### src/rtl/modadd_pkg.sv
package modadd_pkg;

  typedef enum logic [1:0] {
    MODE_FULL = 2'b00,
    MODE_DROP1 = 2'b01,
    MODE_DROP2 = 2'b10,
    MODE_NOCARRY = 2'b11
  } modeSel_e;

  typedef struct packed {
    logic carryEn;
    logic clrTop1;
    logic clrTop2;
  } ctlStrobes_t;

endpackage

### src/rtl/modadd_ctrl.sv
module modadd_ctrl
  import modadd_pkg::*;
(
  input  logic [1:0]  modeSel,
  output ctlStrobes_t strobes
);

  modeSel_e modeDec;

  always_comb begin
    modeDec = modeSel_e'(modeSel);
    strobes = '0;
    unique case (modeDec)
      MODE_FULL:    strobes.carryEn = 1'b1;
      MODE_DROP1:   strobes.clrTop1 = 1'b1;
      MODE_DROP2:   strobes.clrTop2 = 1'b1;
      MODE_NOCARRY: strobes = '0;
      default:      strobes = '0;
    endcase
  end

endmodule

### src/rtl/modadd_dpath.sv
module modadd_dpath
  import modadd_pkg::*;
#(
  parameter int WIDTH   = 4,
  parameter bit REG_OUT = 1'b1
) (
  input  logic             clk,
  input  logic             rstN,
  input  logic             inValid,
  input  logic [WIDTH-1:0] opA,
  input  logic [WIDTH-1:0] opB,
  input  ctlStrobes_t      strobes,
  output logic [WIDTH-1:0] sumOut,
  output logic             carryOut,
  output logic             outValid
);

  localparam int SUM_W = WIDTH + 1;

  logic [SUM_W-1:0] rawSum;
  logic [WIDTH-1:0] keepMask;
  logic [WIDTH-1:0] maskedSum;
  logic             gatedCarry;

  assign rawSum = {1'b0, opA} + {1'b0, opB};

  for (genvar i = 0; i < WIDTH; i++) begin : g_mask
    if (i == WIDTH - 1) begin : g_top
      assign keepMask[i] = ~(strobes.clrTop1 | strobes.clrTop2);
    end else if (i == WIDTH - 2) begin : g_next
      assign keepMask[i] = ~strobes.clrTop2;
    end else begin : g_low
      assign keepMask[i] = 1'b1;
    end
  end

  assign maskedSum  = rawSum[WIDTH-1:0] & keepMask;
  assign gatedCarry = rawSum[WIDTH] & strobes.carryEn;

  if (REG_OUT) begin : g_reg
    logic [WIDTH-1:0] sumQ;
    logic             carryQ;
    logic             validQ;

    always_ff @(posedge clk) begin
      if (!rstN) begin
        sumQ   <= '0;
        carryQ <= 1'b0;
        validQ <= 1'b0;
      end else begin
        validQ <= inValid;
        if (inValid) begin
          sumQ   <= maskedSum;
          carryQ <= gatedCarry;
        end
      end
    end

    assign sumOut   = sumQ;
    assign carryOut = carryQ;
    assign outValid = validQ;
  end else begin : g_comb
    assign sumOut   = maskedSum;
    assign carryOut = gatedCarry;
    assign outValid = inValid;
  end

endmodule

### src/rtl/modadd_top.sv
module modadd_top
  import modadd_pkg::*;
#(
  parameter int WIDTH   = 4,
  parameter bit REG_OUT = 1'b1
) (
  input  logic             clk,
  input  logic             rstN,
  input  logic             inValid,
  input  logic [WIDTH-1:0] opA,
  input  logic [WIDTH-1:0] opB,
  input  logic [1:0]       modeSel,
  output logic [WIDTH-1:0] sumOut,
  output logic             carryOut,
  output logic             outValid
);

  ctlStrobes_t strobes;

  modadd_ctrl u_ctrl (
    .modeSel (modeSel),
    .strobes (strobes)
  );

  modadd_dpath #(
    .WIDTH   (WIDTH),
    .REG_OUT (REG_OUT)
  ) u_dpath (
    .clk      (clk),
    .rstN     (rstN),
    .inValid  (inValid),
    .opA      (opA),
    .opB      (opB),
    .strobes  (strobes),
    .sumOut   (sumOut),
    .carryOut (carryOut),
    .outValid (outValid)
  );

endmodule

### config.mk
export PLATFORM = sky130hd
export DESIGN_NAME = modadd_top
export DESIGN_NICKNAME = d
export VERILOG_FILES = /design/src/rtl/modadd_pkg.sv /design/src/rtl/modadd_ctrl.sv /design/src/rtl/modadd_dpath.sv /design/src/rtl/modadd_top.sv
export SDC_FILE = /design/constraint.sdc
export NUM_CORES = 1
export LEC_CHECK = 0
export ABC_AREA = 1
export BUFFER_PORTS_ARGS = -buffer_cell sky130_fd_sc_hd__buf_4
export CORE_MARGIN = 1
export CORE_UTILIZATION = 25
export CTS_CLUSTER_DIAMETER = 50
export DETAILED_ROUTE_END_ITERATION = 10
export GPL_TIMING_DRIVEN = 1
export PLACE_DENSITY = 0.52
export SLEW_MARGIN = 20
export SYNTH_ARGS = -nofsm -noshare
export SYNTH_HDL_FRONTEND = slang
export SYNTH_SLANG_ARGS = --single-unit
### constraint.sdc
create_clock -name clk -period 1 [get_ports clk]
set_input_delay 0 -clock clk [delete_from_list [all_inputs] [get_ports clk]]
set_output_delay 0 -clock clk [all_outputs]
set_load 0.005 [all_outputs]
After elaboration in Yosys (flattened, before gate mapping)
Cells that the tools add are included.

word-level totals
  register bits after elaboration = 6
  word-level logic and storage cells = 15
  bits of input ports = 13
  output and inout bits = 6

cells by class
  bitwise gates (word level) = 5
  equal/unequal tests = 2
  add/sub/neg operators = 1
  reduce and logical (&&, ||, !) cells = 1
  multiplexer cells = 3

operator list
  operator            count
  $add 4x4->5         1
  $and 4x4->4         1
  $mux 1              3
  $eq 2x1->1 const B  1
  $eq 2x2->1 const B  1
  $logic_not 2->1     1
  $not 1->1           2
  $and 1x1->1         1
  $or 1x1->1          1

Longest topological paths before layout
Gate-level depths: netlist of the first run.

  word-level depth = 5
  gate-level depth with buffers = 6
  mapped depth without buffers = 6

By module
From an unflattened synthesis of the first run, not the netlist that was laid out.

unflattened totals
  cell total of the unflattened synthesis = 48
  area total of the unflattened synthesis = 359.1 um^2

by module, submodules not included
  module        cells an instance  seq. area each (um^2)  instances  area an instance (um^2)
  modadd_dpath  43                 120.1                  1          340.3
  modadd_ctrl   5                  0.0                    1          18.8

Worst setup path after synthesis of the first run
No wires, ideal clock.

  kind = input to register
  start = input port opA[0]
  end = register u_dpath.g_reg.carryQ, in the netlist u_dpath.carryOut
  path slack = 0.014 ns
  data required time = 0.881 ns
  stages on the path = 6
  data arrival time = 0.867 ns
  library setup time = 0.119 ns
  buffers on the path = 0
  path through = ha_1 > fa_1 > nand2_1 > a21oi_1 > o21ai_1 > a21oi_1

on the way
  word-level cells in the longest chain between the ends = 2

RTL lines
  item                  RTL line            text
  start, declared       modadd_top.sv:10    input logic [WIDTH-1:0] opA,
  $add 4x4->5           modadd_dpath.sv:25  assign rawSum = {1'b0, opA} + {1'b0, opB};
  $and 1x1->1           modadd_dpath.sv:38  assign gatedCarry = rawSum[WIDTH] & strobes.carryEn;
  end signal, assigned  modadd_dpath.sv:54  carryQ <= gatedCarry;
  end, declared         modadd_dpath.sv:42  logic carryQ;

No other way between the ends.
A chain may end at the register's enable or synchronous reset.

Worst setup path after layout of the first run
Ends and elaborated chain as after synthesis.

==> impl_metrics.json, run 1 <==
{
  "arrival_ns": 1.06,
  "io_pins": 19,
  "p_per_area_mw_per_mm2": 1140,
  "via_per_inst": 4.45,
  "die_h_um": 41.0,
  "status": "complete, no violations",
  "postCtsSetupBuffers": 0,
  "p_total_uw": 664,
  "start_util_pct": 28.2,
  "hp-class": "input pin to register",
  "ys_warn_count": 0,
  "finalSetupViolations": 0,
  "cts_tree": "done",
  "layout.nets": 92,
  "grt_overflow": 0,
  "synth_seq_cells": 6,
  "fmax_ghz": 1.07,
  "cts_buffers": 3,
  "ctsHoldBuffers": 2,
  "place_congestion": 0.681,
  "areaGrowthSynthToFinish_pct": 53.6,
  "worst_slew_pin_slew_ns": 0.159,
  "dieArea_mm2": 0.00168,
  "start_kind": "input pin",
  "antenna_found_initial": 0,
  "peakVddDrop_uv": 426,
  "dr.first_iter.drc_count": 1,
  "fin_util_pct": 43.3,
  "drtPass1Iterations": 3,
  "ant_nets": 0,
  "postLayoutCellArea_um2": 584,
  "slew_viol_final": 0,
  "drt-wirelength-per-cell_um": 9.11,
  "avgSynthCellArea_um2": 8.27,
  "h-tree-depth": 1,
  "clkSlewWorstSetupHoldPaths_ns": 0.04,
  "grt_usage_pct": 10.8,
  "dp_hpwl_um": 630,
  "slew_headroom_pct": 89.4,
  "required_ns": 1.12,
  "final_common_cell": "buf_4",
  "final_cell_mix": "buf_4 (19), inv_1 (6), ha_1 (6), dfxtp_1 (6)",
  "end_kind": "register",
  "clkSinkCount": 6,
  "ys_types": 14,
  "fin_worst_skew_ns": 0,
  "syn_area_um2": 380,
  "stdcell_count": 85,
  "dr_total_vias": 378,
  "drcViolationCount": 0,
  "grt_max_degree": 9,
  "yosysSeqAreaShare_pct": 31.6,
  "synth_fp_nets": 66,
  "cp_max_fo": 3,
  "grt_pass1_wl_um": 1170,
  "cts.path.max_buffers": 2,
  "placed_cell_area_um2": 542,
  "grt_pass1_vias": 287,
  "coreArea_mm2": 0.00135,
  "path_class": "input pin to register",
  "clk_latency_ns": 0.24,
  "leakage_uw": 0.000303,
  "final_hold_viol_count": 0,
  "period_minus_slack_ns": 0.932,
  "io_buffers": 18,
  "fin_crit_sh_pct": 93.2,
  "rows": 13,
  "cts_root_buf": "clkbuf_4",
  "fp.dieW_um": 41.0,
  "wirelength_um": 774,
  "dp_cells": 80,
  "antenna_cells": 0,
  "synth_cells": 46,
  "cts-resized-gates": 0,
  "drive_above_1_share_pct": 38.6,
  "maxCapViolCount": 0,
  "rsz0062_at_grt": "false"
}
cell families after synthesis:
group,after synthesis,synth area share [%]
AO/OA/AOI/OAI,12,16.8
adder cells (fa/ha/maj),7,25.0
buffers and inverters,7,6.91
flip-flops,6,31.6
AND/OR/NAND/NOR,14,19.7
power by group:
group / internal [µW] / switching, µW
clock: 135 / 82.1
sequential: 258 / 7.25
combinational: 101 / 80.5
total: 494 / 170
critical path, cell delays in order:
cell and delay, ns:
buf_4 0.11, ha_1 0.21, fa_1 0.40, nand2_1 0.08, a21oi_1 0.06, o21ai_1 0.12, a21oi_1 0.08
metal layers:
layer	vias up	track usage (%)	share of wire [%]	wire length [µm]
met3	0	6.52	8.1	63
met2	14	16.4	44	344
met1	164	13.6	47	366
met4	0	0	0	0
li1	200	-	-	-
met5	-	0	0	0
Yosys cell counts (all sizes together):
library cell | instances | area [µm²]
a21oi | 6 | 33.8
dfxtp | 6 | 120
fa | 1 | 20.0
ha | 6 | 75.1
inv | 7 | 26.3
nand2 | 5 | 18.8
nand3 | 4 | 30.0
nor2 | 5 | 26.3
o21ai | 6 | 30.0
metrics by stage:
step / setup TNS [ns] / hold slack (ns) / setup slack [ns]
6_report: 0 / 0.124 / 0.0682
2_1_floorplan: 0 / 0.0935 / 0.0136
3_5_place_dp: -0.373 / 0.232 / -0.201
4_1_cts: 0 / 0.124 / 0.0546
5_1_grt: 0 / 0.147 / 0.00754
3_3_place_gp: -0.342 / 0.239 / -0.200
final timing paths:
kind              slack (ns)  cells past startpoint                 to              start
setup / recovery        0.07                      7   u_dpath.carryOut             opA[0]
setup reg to reg        0.37                      2  u_dpath.sumOut[2]  u_dpath.sumOut[2]
hold reg to reg         0.47                      2  u_dpath.sumOut[3]  u_dpath.sumOut[3]
hold / removal          0.12                      4  u_dpath.sumOut[0]             opB[0]
area by class of cell:
type                    instances  area, µm²
clock buffers                   3       22.5
fillers                       151        766
inverters                       7       26.3
multi-input cells              33        234
flip-flops and latches          6        120
well taps                      15       18.8
repair buffers                 21        163
flip-flops by register name, summed over array words and instances (netlist names):
signal and flops:
u_dpath.outValid 1, u_dpath.sumOut 4, u_dpath.carryOut 1
(Power assumes the default switching activity.)
==> run 2, diff against run 1 <==
--- a/config.mk
+++ b/config.mk
@@ -12,7 +12,7 @@
 export CTS_CLUSTER_DIAMETER = 50
 export DETAILED_ROUTE_END_ITERATION = 10
 export GPL_TIMING_DRIVEN = 1
-export PLACE_DENSITY = 0.52
+export PLACE_DENSITY = 0.5
 export SLEW_MARGIN = 20
 export SYNTH_ARGS = -nofsm -noshare
 export SYNTH_HDL_FRONTEND = slang
==> run 2 against run 1 <==
Net effect: first-iteration DRC count grew 100%; count of clock-buffer cells in the layout stayed put; register-to-register slack hardly changed; global-route usage shrank 0.21 points; die area stayed put; wire length down 0.65%; cell area fell by 0.86%; clock skew unchanged.
==> impl_metrics.json, run 2 (synthesized netlist as in run 1, its figures left out) <==
{
  "status": "complete, no violations",
  "clkSinkCount": 6,
  "crit_buf_inv": 1,
  "cp_max_fo": 3,
  "drtPass1Iterations": 3,
  "grt_overflow": 0,
  "required_ns": 1.12,
  "rsz0062_at_grt": "false",
  "end_kind": "register",
  "io_buffers": 18,
  "dr_wl_met2_um": 329,
  "fp.dieW_um": 41.0,
  "route.met3.wl_um": 60,
  "start_kind": "input pin",
  "ant_nets": 0,
  "grt_pass1_wl_um": 1120,
  "p_per_area_mw_per_mm2": 1140,
  "cts.path.max_buffers": 2,
  "drive_above_1_share_pct": 39.1,
  "dr.first_iter.drc_count": 2,
  "slowest_delay_ns": 0.35,
  "cp_common_cell": "a21oi_1",
  "fillers": 146,
  "postCtsSetupBuffers": 0,
  "multiInputGateArea_um2": 236,
  "period_minus_slack_ns": 0.911,
  "top_layer_used": "met3",
  "holdWs_ns": 0.112,
  "arrival_ns": 1.04,
  "antenna_found_initial": 0,
  "start_util_pct": 28.2,
  "rows": 13,
  "io_pins": 19,
  "cpLargestDelayFamily": "adder cells",
  "worst_slew_pin_slew_ns": 0.160,
  "regArea_um2": 120,
  "leakage_uw": 0.000296,
  "fin_util_pct": 42.9,
  "hp-class": "input pin to register",
  "final_common_cell": "buf_4",
  "cts_tree": "done",
  "clk_latency_ns": 0.24,
  "worst_path_max_delay_cell": "fa_2",
  "fmax_ghz": 1.10,
  "cts_buffers": 3,
  "coreArea_mm2": 0.00135,
  "dieArea_mm2": 0.00168,
  "clkSlewWorstSetupHoldPaths_ns": 0.04,
  "antenna_cells": 0,
  "final_hold_viol_count": 0,
  "grt_usage_pct": 10.5,
  "die_h_um": 41.0,
  "maxCapViolCount": 0,
  "layout.nets": 91,
  "dp_hpwl_um": 651,
  "cts_root_buf": "clkbuf_4",
  "h-tree-depth": 1,
  "via_per_inst": 4.36,
  "met1_length_um": 380,
  "largest_reg_flops": 4,
  "peakVddDrop_uv": 389,
  "final_cell_mix": "buf_4 (18), inv_1 (6), ha_1 (6), dfxtp_1 (6)",
  "fin_crit_sh_pct": 91.1,
  "path_cells": "buf_4 -> ha_1 -> fa_2 -> nand2_1 -> a21oi_1 -> o21ai_1 -> a21oi_1",
  "finalSetupViolations": 0,
  "slew_headroom_pct": 89.2,
  "dr_total_vias": 366,
  "grt_pass1_vias": 304,
  "areaGrowthSynthToFinish_pct": 52.3,
  "grt_max_degree": 9,
  "slew_viol_final": 0,
  "place_congestion": 0.672,
  "drt-wirelength-per-cell_um": 9.15,
  "path_class": "input pin to register",
  "drcViolationCount": 0,
  "wirelength_um": 769,
  "fin_worst_skew_ns": 0
}
==> run 2: final timing paths <==
| path | startpoint | endpoint | slack, ns | cells past startpoint |
|---|---|---|---|---|
| min reg2reg | u_dpath.sumOut[3] | u_dpath.sumOut[3] | 0.48 | 2 |
| max | opA[0] | u_dpath.carryOut | 0.09 | 7 |
| min | opB[0] | u_dpath.sumOut[0] | 0.11 | 4 |
| max reg2reg | u_dpath.sumOut[2] | u_dpath.sumOut[2] | 0.37 | 2 |
==> run 2: routing by layer <==
metal | vias up | GRT usage, %
met5 | - | 0
met4 | 0 | 2.50
met3 | 0 | 6.52
met2 | 13 | 17.6
met1 | 154 | 11.1
li1 | 199 | -
==> run 2: what timing repair did <==
action                                  4_1_cts  5_1_grt
endpoints found under the hold margin         3        0
hold buffers                                  2        0
resized for setup                             0        1
endpoints found under the setup margin        0        1
==> run 2: where the power goes <==
part / switching (µW) / internal [µW]
clock: 82.9 / 135
sequential: 7.38 / 258
combinational: 80.9 / 98.7
==> run 2: per-stage QoR <==
| step | setup slack (ns) | std cells | total power (µW) | instance area (µm²) | TNS [ns] |
|---|---|---|---|---|---|
| floorplan | 0.0136 | 46 | 356 | 380 | 0 |
| CTS | 0.0378 | 84 | 677 | 577 | 0 |
| detailed placement | -0.214 | 79 | 444 | 534 | -0.424 |
| global placement | -0.200 | 79 | 444 | 534 | -0.356 |
| finish | 0.0892 | 84 | 663 | 579 | 0 |
| global route | 0.0342 | 84 | 713 | 579 | 0 |
==> run 2: area by class of cell <==
cell class | count | area share (%)
inverter | 7 | 4.54
tap | 15 | 3.24
timing repair buffer | 20 | 26.8
clock buffer | 3 | 3.89
multi-input combinational | 33 | 40.8
sequential | 6 | 20.7
==> run 2: worst reg2reg max path, stage by stage (launching register included) <==
cell and delay [ns]:
dfxtp_1 0.30, o21ai_0 0.16, a21oi_1 0.05
